## src/rtl/cr_pkg.sv

```systemverilog
package cr_pkg;
  localparam int AW    = 16;
  localparam int BW    = 8;
  localparam int IDX_W = 5;
  localparam int STEP_W = 4;
  localparam logic [AW-1:0] VEC_BASE = 16'h0040;

  typedef enum logic [2:0] {
    OP_CALL  = 3'd0,
    OP_CALLT = 3'd1,
    OP_RET   = 3'd2,
    OP_RETI  = 3'd3,
    OP_PUSHF = 3'd4,
    OP_PUSHP = 3'd5,
    OP_POPF  = 3'd6,
    OP_POPP  = 3'd7
  } cr_op_e;

  // Cycle budget of each operation.
  function automatic logic [STEP_W-1:0] op_cycles(cr_op_e op);
    case (op)
      OP_CALL:  return 4'd6;
      OP_CALLT: return 4'd8;
      OP_RET:   return 4'd6;
      OP_RETI:  return 4'd8;
      OP_PUSHF: return 4'd2;
      OP_PUSHP: return 4'd4;
      OP_POPF:  return 4'd4;
      default:  return 4'd6;
    endcase
  endfunction

  // Number of stack reads a popping operation issues.
  function automatic logic [STEP_W-1:0] pop_reads(cr_op_e op);
    case (op)
      OP_RET, OP_POPP: return 4'd2;
      OP_RETI:         return 4'd3;
      OP_POPF:         return 4'd1;
      default:         return 4'd0;
    endcase
  endfunction

  // Stack pointer after the operation, modulo 2^16.
  function automatic logic [AW-1:0] sp_after(cr_op_e op, logic [AW-1:0] sp);
    case (op)
      OP_CALL, OP_CALLT, OP_PUSHP: return sp - 16'd2;
      OP_PUSHF:                    return sp - 16'd1;
      OP_POPF:                     return sp + 16'd1;
      OP_RETI:                     return sp + 16'd3;
      default:                     return sp + 16'd2;
    endcase
  endfunction

  function automatic logic [AW-1:0] vector_addr(logic [IDX_W-1:0] idx);
    return VEC_BASE | {{(AW-IDX_W-1){1'b0}}, idx, 1'b0};
  endfunction

  function automatic logic [AW-1:0] return_pc(cr_op_e op, logic [AW-1:0] pc);
    return pc + ((op == OP_CALL) ? 16'd3 : 16'd1);
  endfunction
endpackage

```

## src/rtl/cr_sched.sv

```systemverilog
module cr_sched
  import cr_pkg::*;
(
  input  logic              clk,
  input  logic              rst_n,
  input  logic              start,
  input  logic [STEP_W-1:0] n_in,
  output logic              busy,
  output logic [STEP_W-1:0] step,
  output logic              commit,
  output logic              done
);
  logic              busy_q;
  logic [STEP_W-1:0] step_q;
  logic [STEP_W-1:0] n_q;

  assign busy   = busy_q;
  assign step   = step_q;
  assign commit = busy_q && (step_q == n_q - 4'd2);
  assign done   = busy_q && (step_q == n_q - 4'd1);

  always_ff @(posedge clk or negedge rst_n) begin
    if (!rst_n) begin
      busy_q <= 1'b0;
      step_q <= '0;
      n_q    <= 4'd2;
    end else if (start && !busy_q) begin
      busy_q <= 1'b1;
      step_q <= '0;
      n_q    <= n_in;
    end else if (busy_q) begin
      if (done) busy_q <= 1'b0;
      else      step_q <= step_q + 4'd1;
    end
  end

  // done lasts a single cycle and ends the operation
  a_r3_done_single: assert property (@(posedge clk) disable iff (!rst_n)
    done |=> !done && !busy);
  // the step counter never runs past the budget
  a_r3_step_bound: assert property (@(posedge clk) disable iff (!rst_n)
    busy |-> step_q < n_q);
  // commit is followed by done
  a_r3_commit_then_done: assert property (@(posedge clk) disable iff (!rst_n)
    commit |=> done);
endmodule

```

## src/rtl/cr_access.sv

```systemverilog
module cr_access
  import cr_pkg::*;
(
  input  logic              busy,
  input  cr_op_e            op,
  input  logic [STEP_W-1:0] step,
  input  logic [AW-1:0]     sp,
  input  logic [AW-1:0]     word,
  input  logic [BW-1:0]     psw,
  input  logic [AW-1:0]     vec,
  output logic              rd,
  output logic              wr,
  output logic [AW-1:0]     addr,
  output logic [BW-1:0]     wdata,
  output logic [1:0]        slot
);
  always_comb begin
    rd    = 1'b0;
    wr    = 1'b0;
    addr  = sp;
    wdata = '0;
    slot  = 2'd0;
    if (busy) begin
      case (op)
        OP_CALL, OP_CALLT, OP_PUSHP: begin
          if (step == 4'd0) begin
            wr = 1'b1; addr = sp - 16'd1; wdata = word[15:8];
          end else if (step == 4'd1) begin
            wr = 1'b1; addr = sp - 16'd2; wdata = word[7:0];
          end else if (op == OP_CALLT && step == 4'd2) begin
            rd = 1'b1; addr = vec; slot = 2'd0;
          end else if (op == OP_CALLT && step == 4'd3) begin
            rd = 1'b1; addr = vec + 16'd1; slot = 2'd1;
          end
        end
        OP_PUSHF: begin
          if (step == 4'd0) begin
            wr = 1'b1; addr = sp - 16'd1; wdata = psw;
          end
        end
        default: begin
          if (step < pop_reads(op)) begin
            rd   = 1'b1;
            addr = sp + {{(AW-STEP_W){1'b0}}, step};
            slot = step[1:0];
          end
        end
      endcase
    end
  end
endmodule

```

## src/rtl/cr_rdbuf.sv

```systemverilog
module cr_rdbuf
  import cr_pkg::*;
#(
  parameter int SLOTS = 3
) (
  input  logic                    clk,
  input  logic                    rst_n,
  input  logic                    rd,
  input  logic [1:0]              slot,
  input  logic [BW-1:0]           rdata,
  output logic [SLOTS-1:0][BW-1:0] bytes
);
  logic       pend_q;
  logic [1:0] slot_q;

  always_ff @(posedge clk or negedge rst_n) begin
    if (!rst_n) begin
      pend_q <= 1'b0;
      slot_q <= 2'd0;
    end else begin
      pend_q <= rd;
      slot_q <= slot;
    end
  end

  for (genvar g = 0; g < SLOTS; g++) begin : g_slot
    always_ff @(posedge clk or negedge rst_n) begin
      if (!rst_n)                             bytes[g] <= '0;
      else if (pend_q && slot_q == 2'(g))     bytes[g] <= rdata;
    end
  end
endmodule

```

## src/rtl/callret_seq.sv

```systemverilog
module callret_seq
  import cr_pkg::*;
#(
  parameter logic [15:0] SP_INIT = 16'h0000
) (
  input  logic        clk,
  input  logic        rst_n,
  input  logic        req_valid,
  input  logic [2:0]  req_op,
  input  logic [15:0] req_target,
  input  logic [4:0]  req_index,
  input  logic [15:0] req_pair,
  input  logic [15:0] pc_in,
  input  logic [7:0]  psw_in,
  input  logic        nmi_enter,
  input  logic [7:0]  mem_rdata,
  output logic        busy,
  output logic        done,
  output logic        mem_rd,
  output logic        mem_wr,
  output logic [15:0] mem_addr,
  output logic [7:0]  mem_wdata,
  output logic [15:0] pc_out,
  output logic        pc_load,
  output logic [15:0] sp_out,
  output logic [7:0]  psw_out,
  output logic        psw_load,
  output logic [15:0] pair_out,
  output logic        pair_load,
  output logic        nmi_flag
);
  cr_op_e              req_e, op_q;
  logic                accept, commit;
  logic [STEP_W-1:0]   step;
  logic [AW-1:0]       sp_q, word_q, target_q, vec_q, pc_q, pair_q;
  logic [BW-1:0]       psw_in_q, psw_q;
  logic                nmi_q;
  logic [1:0]          rd_slot;
  logic [2:0][BW-1:0]  rd_bytes;
  logic [AW-1:0]       popped_word;

  assign req_e       = cr_op_e'(req_op);
  assign accept      = req_valid && !busy;
  assign popped_word = {rd_bytes[1], rd_bytes[0]};

  cr_sched u_sched (
    .clk(clk), .rst_n(rst_n), .start(accept), .n_in(op_cycles(req_e)),
    .busy(busy), .step(step), .commit(commit), .done(done)
  );

  cr_access u_access (
    .busy(busy), .op(op_q), .step(step), .sp(sp_q), .word(word_q),
    .psw(psw_in_q), .vec(vec_q), .rd(mem_rd), .wr(mem_wr),
    .addr(mem_addr), .wdata(mem_wdata), .slot(rd_slot)
  );

  cr_rdbuf #(.SLOTS(3)) u_rdbuf (
    .clk(clk), .rst_n(rst_n), .rd(mem_rd), .slot(rd_slot),
    .rdata(mem_rdata), .bytes(rd_bytes)
  );

  // Operand capture at acceptance.
  always_ff @(posedge clk or negedge rst_n) begin
    if (!rst_n) begin
      op_q     <= OP_CALL;
      word_q   <= '0;
      target_q <= '0;
      vec_q    <= VEC_BASE;
      psw_in_q <= '0;
    end else if (accept) begin
      op_q     <= req_e;
      word_q   <= (req_e == OP_PUSHP) ? req_pair : return_pc(req_e, pc_in);
      target_q <= req_target;
      vec_q    <= vector_addr(req_index);
      psw_in_q <= psw_in;
    end
  end

  // Architectural results, committed one cycle before done.
  always_ff @(posedge clk or negedge rst_n) begin
    if (!rst_n) begin
      sp_q   <= SP_INIT;
      pc_q   <= '0;
      psw_q  <= '0;
      pair_q <= '0;
    end else if (commit) begin
      sp_q <= sp_after(op_q, sp_q);
      case (op_q)
        OP_CALL:         pc_q <= target_q;
        OP_CALLT,
        OP_RET:          pc_q <= popped_word;
        OP_RETI: begin
          pc_q  <= popped_word;
          psw_q <= rd_bytes[2];
        end
        OP_POPF:         psw_q  <= rd_bytes[0];
        OP_POPP:         pair_q <= popped_word;
        default: ;
      endcase
    end
  end

  always_ff @(posedge clk or negedge rst_n) begin
    if (!rst_n)                          nmi_q <= 1'b0;
    else if (commit && op_q == OP_RETI)  nmi_q <= 1'b0;
    else if (nmi_enter)                  nmi_q <= 1'b1;
  end

  assign sp_out    = sp_q;
  assign pc_out    = pc_q;
  assign psw_out   = psw_q;
  assign pair_out  = pair_q;
  assign nmi_flag  = nmi_q;
  assign pc_load   = done && (op_q inside {OP_CALL, OP_CALLT, OP_RET, OP_RETI});
  assign psw_load  = done && (op_q inside {OP_RETI, OP_POPF});
  assign pair_load = done && (op_q == OP_POPP);

  // one access per cycle, only during an operation
  a_r4_single_access: assert property (@(posedge clk) disable iff (!rst_n)
    !(mem_rd && mem_wr));
  a_r4_access_busy: assert property (@(posedge clk) disable iff (!rst_n)
    (mem_rd || mem_wr) |-> busy);
  // vector fetches stay in the low-memory table
  a_r6_vec_range: assert property (@(posedge clk) disable iff (!rst_n)
    (mem_rd && op_q == OP_CALLT) |-> (mem_addr >= 16'h0040 && mem_addr <= 16'h007F));
  // the stack pointer moves only on the commit step
  a_r11_sp_hold: assert property (@(posedge clk) disable iff (!rst_n)
    !commit |=> $stable(sp_q));
  // return from interrupt leaves the servicing flag clear
  a_r8_nmi_clear: assert property (@(posedge clk) disable iff (!rst_n)
    (commit && op_q == OP_RETI) |=> !nmi_q);
  // load strobes appear only with done
  a_r12_load_with_done: assert property (@(posedge clk) disable iff (!rst_n)
    (pc_load || psw_load || pair_load) |-> done);
endmodule

```

## config.mk

```make
export PLATFORM = sky130hd
export DESIGN_NAME = callret_seq
export DESIGN_NICKNAME = d
export VERILOG_FILES = /design/src/rtl/cr_pkg.sv /design/src/rtl/cr_sched.sv /design/src/rtl/cr_access.sv /design/src/rtl/cr_rdbuf.sv /design/src/rtl/callret_seq.sv
export SDC_FILE = /design/constraint.sdc
export NUM_CORES = 1
export LEC_CHECK = 0
export ABC_AREA = 0
export BUFFER_PORTS_ARGS = -buffer_cell sky130_fd_sc_hd__buf_2
export CORE_UTILIZATION = 30
export CTS_CLUSTER_DIAMETER = 120
export DETAILED_ROUTE_END_ITERATION = 8
export GPL_ROUTABILITY_DRIVEN = 0
export PLACE_DENSITY = 0.59
export SLEW_MARGIN = 20
export SYNTH_ARGS = -nofsm -noshare
export SYNTH_HDL_FRONTEND = slang
export SYNTH_SLANG_ARGS = --single-unit
```

## constraint.sdc

```tcl
create_clock -name clk -period 4.3 [get_ports clk]
set_input_delay 0.86 -clock clk [delete_from_list [all_inputs] [get_ports clk]]
set_output_delay 0.86 -clock clk [all_outputs]
set_load 0.05 [all_outputs]
```

Word level (Yosys, flattened, before mapping). Index checks and enable logic that the tools add are counted.

Add/sub/neg operators: 11. $mul: 0. Divide/modulo/power cells: 0. Magnitude comparators: 1. Equality and inequality tests: 20. Shift-type cells: 0. Multiplexer cells: 49. Bitwise operators: 0. Reductions and logical operators: 33.

Operators by type and width (number): $mux 16 (8); $pmux 16 s2 (2); $pmux 16 s4 (1); $add 16x2->16 const B (2); $mux 8 (4); $pmux 8 s2 (2); $eq 3x3->1 const B (7); $mux 4 (5); $add 16x1->16 const B (1); $add 16x2->16 (1); $add 16x4->16 (1); $mux 1 (16); $sub 16x1->16 const B (1); $sub 16x2->16 const B (1); $logic_and 1x1->1 (13); $mux 2 (6); $pmux 4 s3 (1); $eq 3x2->1 const B (3); $add 7x1->8 const B (1); $eq 4x2->1 const B (2); $eq 4x4->1 (2); $reduce_and 2->1 (4); $reduce_bool 2->1 (4); $eq 3x1->1 const B (2); 19 further kinds (24).

Register bits: 141. Latch bits: 0. Memory bits (writable): 0. ROM bits: 0. Input port bits: 76. Output and inout port bits: 88. Logic and storage cells: 132. Memories kept: 0.

Logic depth before layout (Yosys ltp). Gate-level depths: netlist of run 1.

Depth in word-level cells: 9. Mapped depth: 11. Mapped depth without buffers: 9.

Cells and area by module. From an unflattened synthesis of run 1, not the netlist that was laid out.

Cells, all modules: 1214. Area, all modules: 10403.7 um^2.

Modules (own cells, without submodules): callret_seq (instances 1, cells an instance 686, area an instance 6189.7 um^2, seq. area each 2627.5 um^2); cr_access (instances 1, cells an instance 413, area an instance 2613.8 um^2, seq. area each 0.0 um^2); cr_rdbuf (instances 1, cells an instance 54, area an instance 987.2 um^2, seq. area each 675.6 um^2); cr_sched (instances 1, cells an instance 61, area an instance 613.1 um^2, seq. area each 226.5 um^2).

Worst setup path before layout of run 1. Ideal clock, no wire load.

Path type: register to output. Start: register op_q[1]. End: output port mem_addr[5]. Arrival time: 4166 ps. Setup slack: -726 ps. Cell stages (with the launch flop): 9. Buffers on the path: 3. Cell sequence: dfrtp_1 > clkbuf_1 > clkbuf_1 > buf_1 > nand2_1 > ha_1 > nor3_1 > nand4_1 > o311ai_0.

Word-level cells in the longest chain between the ends: 9. Elaborated cells between the ends (all ways): 23. Classes of those cells: 1 x order compare; 7 x eq/ne; 10 x mux; 5 x reduce/logical.

Ends and longest elaborated chain: from (decl) (RTL line callret_seq.sv:32) `cr_op_e req_e, op_q;`; from (signal assigned) (RTL line callret_seq.sv:71) `op_q <= req_e;`; $eq 3x2->1 / $eq 3x3->1 (equally long branches) (RTL line cr_pkg.sv:35) `case (op)`; $reduce_or 2->1 (RTL line cr_pkg.sv:35); $pmux 2 s3 (RTL line cr_pkg.sv:35); $mux 4 (RTL line cr_access.sv:24) `case (op)`; $mux 4 (RTL line cr_access.sv:23) `if (busy) begin`; $lt 4x4->1 (RTL line cr_access.sv:42) `if (step < pop_reads(op)) begin`; $mux 16 (RTL line cr_access.sv:42); $pmux 16 s2 (*) (RTL line cr_access.sv:24); $mux 16 (*) (RTL line cr_access.sv:23); to (decl) (RTL line callret_seq.sv:21) `output logic [15:0] mem_addr,`.

Every way passes the cells marked *; elsewhere a longest branch is shown, timed or not. The select of a mux whose other input is x is not followed.

Final worst setup path of run 1.
Start: register op_q[2]. End: output port mem_addr[12].

The elaborated chain is that of the path after synthesis.

==> results of run 1 <==
==> per-layer routing <==
layer	share of wire	track usage	vias up
li1	-	-	4118
met1	0.44	0.272	4183
met2	0.46	0.310	396
met3	0.080	0.0467	46
met4	0.022	0.0707	6
met5	0.00097	0	-
==> sequential cells by signal, indices dropped and copies added, names as in the netlist <==
signal	cells
nmi_flag	1
op_q	3
psw_out	8
u_rdbuf.pend_q	1
u_sched.step	4
word_q	16
u_sched.n_q	3
vec_q	5
pair_out	16
u_rdbuf.slot_q	2
sp_out	16
pc_out	16
u_sched.busy	1
psw_in_q	8
u_rdbuf.bytes	24
target_q	16
==> stage by stage <==
stage	total power, mW	utilization	worst slack [ps]	instance area (µm²)	instances
2_1_floorplan	6.88	-	28.2	9150	1064
3_3_place_gp	8.56	0.351	518	10400	1584
3_5_place_dp	8.65	0.351	408	10500	1584
4_1_cts	10.1	0.369	55.5	11000	1615
5_1_grt	10.7	0.369	27.1	11000	1615
6_report	10.1	0.370	199	11000	1618
==> synth_stat cells (8+ instances only) <==
master,n
nand2b_1,8
o21ai_0,95
xor2_1,19
a22oi_1,14
a221oi_1,8
nor3b_1,8
inv_1,21
or3_1,9
clkbuf_1,56
a211oi_1,11
mux2i_1,33
nor2_1,77
mux2_2,43
ha_1,16
and3_1,16
a21oi_1,56
nor3_1,17
nor4_1,9
dfrtp_1,139
o22ai_1,9
xnor2_1,25
nand3_1,21
nand2_1,199
nand4_1,8
nor2b_1,10
==> kinds of logic after synthesis <==
family,synth area share
flops,0.385
mux,0.0894
compound gates,0.191
buf+inv,0.0452
fa+ha+maj,0.0286
simple gates,0.216
xor+xnor,0.0448
==> what timing repair did <==
| action | 4_1_cts | 5_1_grt |
|---|---|---|
| gates resized for setup | 1 | 3 |
| pin swaps | 0 | 1 |
| setup buffers | 0 | 0 |
| endpoints found under the setup margin | 1 | 7 |
==> path summary, 6_finish.rpt <==
kind	from	end	slack [ps]
setup / recovery	op_q[2]	mem_addr[12]	200
hold / removal	rst_n	sp_out[12]	470
setup reg to reg	op_q[1]	sp_out[7]	1270
hold reg to reg	pc_out[6]	pc_out[6]	470
max in group asynchronous	rst_n	u_sched.n_q[1]	2780
min in group clk	pc_out[6]	pc_out[6]	470
==> worst max-delay path, stage by stage, from the launching register on <==
cell	delay, ps
dfrtp_1	380
nand2b_1	240
nand2_1	100
ha_1	230
or3_2	490
a211oi_1	400
nand2_1	190
o21ai_0	180
nand2_1	70
a211o_1	320
buf_2	210
==> power by group <==
group	switching (mW)	leakage, nW	internal (mW)
sequential	0.519	1.75	1.90
clock	0.624	0.261	0.756
combinational	4.30	3.07	1.99
==> area by class of cell <==
cell class,count,share of cell area
sequential,140,0.318
inverter,22,0.00750
timing repair buffer,202,0.101
multi-input combinational,830,0.480
tap,390,0.0443
clock inverter,12,0.00818
clock buffer,19,0.0402
antenna,3,0.000682
==> results.md, run 1 <==
- Status: completed
- Hold Fails Final Rpt: 0
- Worst EP required: 3440 ps
- Area grow syn2layout: 20.8%
- Worst slew pin tran: 1170 ps
- Die H: 176 µm
- H-tree Lvls: 4
- Fillers: 3081
- Number of synthesized flops with an enable pin: 0
- Netlist cell types: 80
- Largest net degree at the start of global routing: 85
- Final period util: 0.954
- Post-Syn Nets: 1159
- Wirelength per Cell: 19.0 µm
- Top cells by area, synth: dfrtp_1, nand2_1, mux2_2
- CP Max Fanout: 5
- Synth Instances: 1064
- Post-synthesis sequential area ratio: 0.385
- Vias after detailed routing: 8749
- CTS buffer count: 17
- Initial antenna violation count: 6
- Commonest non-fill, non-tap cell in the layout: nand2_1
- Synth Cell Area: 9110 µm²
- Total gr overflow: 0
- First-pass GRT wire length: 48200 µm
- Vias per inst: 5.41
- Die ar.: 31100 µm²
- FF+latch count, synth: 140
- Worst-path clk slew: 70 ps
- Post-DP HPWL: 22800 µm
- Post-CTS Hold Fix Bufs: 0
- Cell taking the most area after synthesis: dfrtp_1
- RSZ-0062 raised after global routing: no
- Die width: 176 µm
- Starting Density: 0.306
- Port Buffers: 163
- Std cell rows: 63
- Clock Skews: 10.0 ps
- Share of cells above drive strength 1: 0.247
- Syn avg cell area: 8.56 µm²
- Worst setup path category: reg2out
- Fraction of registers with async set or reset after synthesis: 1.00
- Slew headroom: 0.219
- WHS: 473 ps
- Tot GR Track Use: 0.200
- Clock latency at the later pin of the worst-skew pair: 420 ps
- Leakage power total: 5.08 nW
- Clock Tree Root: clkbuf_16
- Multi-input gate area: 5280 µm²
- Minimum clock period: 4100 ps
- ANT nets after route: 0
- Crit end category: primary output
- Worst-case clock buffer depth: 2
- Nets: 1308
- Clock sink total: 140
- Setup Viol. Count Final: 0
- Highest clock rate: 0.244 GHz
- Max cap viols: 0
- VDD IR max: 0.351 mV
- Startpoint types: flop
- Core ar.: 29800 µm²
- Synth top area share: 0.382
- Number of global-route vias before repair: 8502
- Slew Limit Fails: 0
- TritonCTS clock tree: built
- DRC: 0
- Yosys warnings: 0
- Drt total wl: 30800 µm
- Hold crit path type: in2async
- Crit path DAT: 3240 ps
- R2R depth: 10
- Drt pass-1 iters: 5
- Num ports: 164
- PwrDens: 917 nW/µm²
- Most frequent cells in the layout: nand2_1, buf_2, dfrtp_1
- Final TNS setup: 0 ps
- Reg area: 3500 µm²
- Top FF cell, synth: dfrtp_1
- Initial drt markers: 816
No activity file was read; power rests on OpenSTA's default activity.
==> run 2, diff against run 1 <==
--- a/config.mk
+++ b/config.mk
@@ -11,7 +11,7 @@
 export CTS_CLUSTER_DIAMETER = 120
 export DETAILED_ROUTE_END_ITERATION = 8
 export GPL_ROUTABILITY_DRIVEN = 0
-export PLACE_DENSITY = 0.59
+export PLACE_DENSITY_LB_ADDON = 0.3
 export SLEW_MARGIN = 20
 export SYNTH_ARGS = -nofsm -noshare
 export SYNTH_HDL_FRONTEND = slang
==> constraint.sdc (replaced) <==
create_clock -name clk -period 4.3 [get_ports clk]
set_input_delay 0.86 -clock clk [delete_from_list [all_inputs] [get_ports clk]]
set_output_delay 0.86 -clock clk [all_outputs]
set_load 0.1 [all_outputs]
==> run 2 against run 1 <==
Against the previous run: design area grew 3.3%; critical endpoint is now mem_addr[8]; critical path type unchanged; first-iteration DRC count down 0.86%; die area unchanged; via count fell by 0.50%; cell count is 0.37% higher; sequential share of layout area shrank 1.0 points; count of clock-buffer cells in the layout fell by 1; wire length hardly changed.
==> results.md, run 2 (same netlist as run 1, synthesis figures left out) <==
- Starting Density: 0.306 (unchanged)
- Std cell rows: 63 (unchanged)
- Core ar.: 29800 µm² (unchanged)
- R2R setup slack: 1280 ps (about the same)
- Number of global-route vias before repair: 8357 (-1.7%)
- Clock Tree Root: clkbuf_16
- Cell family with most CP delay: compound AO/OA/AOI/OAI gates
- CTS buffer count: 17 (unchanged)
- RSZ-0062 raised after global routing: yes
- First-pass GRT wire length: 47700 µm (-1.0%)
- Clock Skews: 17.8 ps (+7.80 ps)
- Vias after detailed routing: 8705 (-0.50%)
- Die width: 176 µm (unchanged)
- Worst slew pin tran: 982 ps (-188 ps)
- GR met3 Demand/Resource: 0.0388 (-0.00797)
- Max cap viols: 0 (unchanged)
- Startpoint types: flop
- Worst-path clk slew: 60 ps (about the same)
- DP Cell Count: 1590 (+0.38%)
- Slowest stage cell, crit path: dfrtp_1
- Grt peak-use layer: met2
- Initial drt markers: 809 (-0.86%)
- Crit path cell chain: inv_1 > ha_1 > or3b_4 > o21a_1 > o21a_1 > o21ai_0 > a22oi_1 > a221o_1 > buf_2
- Fin cells: 1624 (+0.37%)
- Worst EP required: 3440 ps (about the same)
- Post-DP HPWL: 22900 µm (+0.15%)
- Reg area: 3510 µm² (about the same)
- Crit end category: primary output
- Area grow syn2layout: 24.8%
- Largest net degree at the start of global routing: 72 (-15%)
- Setup Viol. Count Final: 0 (unchanged)
- Wirelength per Cell: 19.0 µm (-0.35%)
- Highest clock rate: 0.240 GHz (-1.8%)
- Crit path DAT: 3310 ps (+70 ps)
- Clock sink total: 140 (unchanged)
- Die H: 176 µm (unchanged)
- Routing usage on met1: 0.274 (+0.00214)
- Worst path bufs/invs: 2 (+1)
- Slew headroom: 0.343 (+0.125)
- Commonest non-fill, non-tap cell in the layout: nand2_1
- Fillers: 3161 (+2.6%)
- Num ports: 164 (unchanged)
- Clock latency at the later pin of the worst-skew pair: 430 ps (about the same)
- Most frequent cells in the layout: nand2_1, buf_2, dfrtp_1
- Multi-input gate area: 5320 µm² (+0.71%)
- H-tree Lvls: 4 (unchanged)
- Drt pass-1 iters: 5 (unchanged)
- Nets: 1314 (+0.46%)
- Worst setup path category: reg2out
- Worst-case clock buffer depth: 2 (unchanged)
- Crit-path max cell delay: 510 ps (+20 ps)
- Slew Limit Fails: 0 (unchanged)
- Status: completed
- Share of cells above drive strength 1: 0.259 (+0.0124)
- Place WS: 318 ps (-90.4 ps)
- Post-CTS Hold Fix Bufs: 0 (unchanged)
- Top reg by flops: u_rdbuf.bytes
- Hold crit path type: in2async
- Max FFs per register: 24 (unchanged)
- M2 GR Usage: 0.310 (+0.000328)
- Port Buffers: 163 (unchanged)
- ANT nets after route: 0 (unchanged)
- Top cell by count, worst path: o21a_1
- Final worst slack: 126 ps (-73.8 ps)
- Minimum clock period: 4170 ps (+73.8 ps)
- Die ar.: 31100 µm² (unchanged)
- DRC: 0 (unchanged)
- TritonCTS clock tree: built
- Hold Fails Final Rpt: 0 (unchanged)
- CP Max Fanout: 12 (+7)
- Initial antenna violation count: 3 (-3)
- Vias per inst: 5.36 (-0.87%)
- Drt total wl: 30800 µm (about the same)
- Final period util: 0.971 (+0.0172)
- Total gr overflow: 0 (unchanged)
- Tot GR Track Use: 0.199 (-0.00150)
-- run 2: changes by cell type in the layout (fill, tap and decap cells not counted), moves of 3 or more --
cell      change
buf_12       +15
buf_2        -16
buf_4         +6
clkinv_2      -4
o21ai_0       -3
-- run 2: per-layer routing --
| metal | vias up | part of all wire |
|---|---|---|
| met3 | 48 | 0.072 |
| li1 | 4129 | - |
| met2 | 369 | 0.46 |
| met5 | - | 0.00042 |
| met1 | 4157 | 0.45 |
| met4 | 2 | 0.021 |
-- run 2: path summary, 6_finish.rpt --
check	startpoint	end	depth (start not counted)
setup / recovery	u_sched.step[1]	mem_addr[8]	9
hold / removal	rst_n	sp_out[9]	1
setup reg to reg	u_sched.n_q[1]	pair_out[0]	8
hold reg to reg	psw_out[1]	psw_out[1]	2
max in group asynchronous	rst_n	u_rdbuf.bytes[17]	2
min in group clk	psw_out[1]	psw_out[1]	2
-- run 2: repair_timing --
action,CTS,global route
resized for setup,3,7
setup endpoints to repair,1,7
setup buffers,0,0
endpoints found under the hold margin,0,0
-- run 2: layout make-up --
cell class	count	share of cell area
multi-input cells	830	0.468
flip-flops and latches	140	0.308
repair buffers	208	0.122
well taps	390	0.0429
clock buffers	18	0.0377
clock inverters	14	0.0136
inverters	22	0.00726
diodes	2	0.000440
-- run 2: metrics by stage --
step	util	instance area, µm²	hold WS [ps]	TNS (ps)
after floorplan	-	9170	438	-11.9
after global placement	0.360	10700	458	0
after detailed placement	0.360	10700	466	0
after CTS	0.380	11300	479	0
after global routing	0.381	11400	483	-15.8
final	0.382	11400	415	0
Power of run 2 is left out: the tool's default activity adds up to more than one toggle a clock period on the data nets, which glitch-free logic cannot reach.
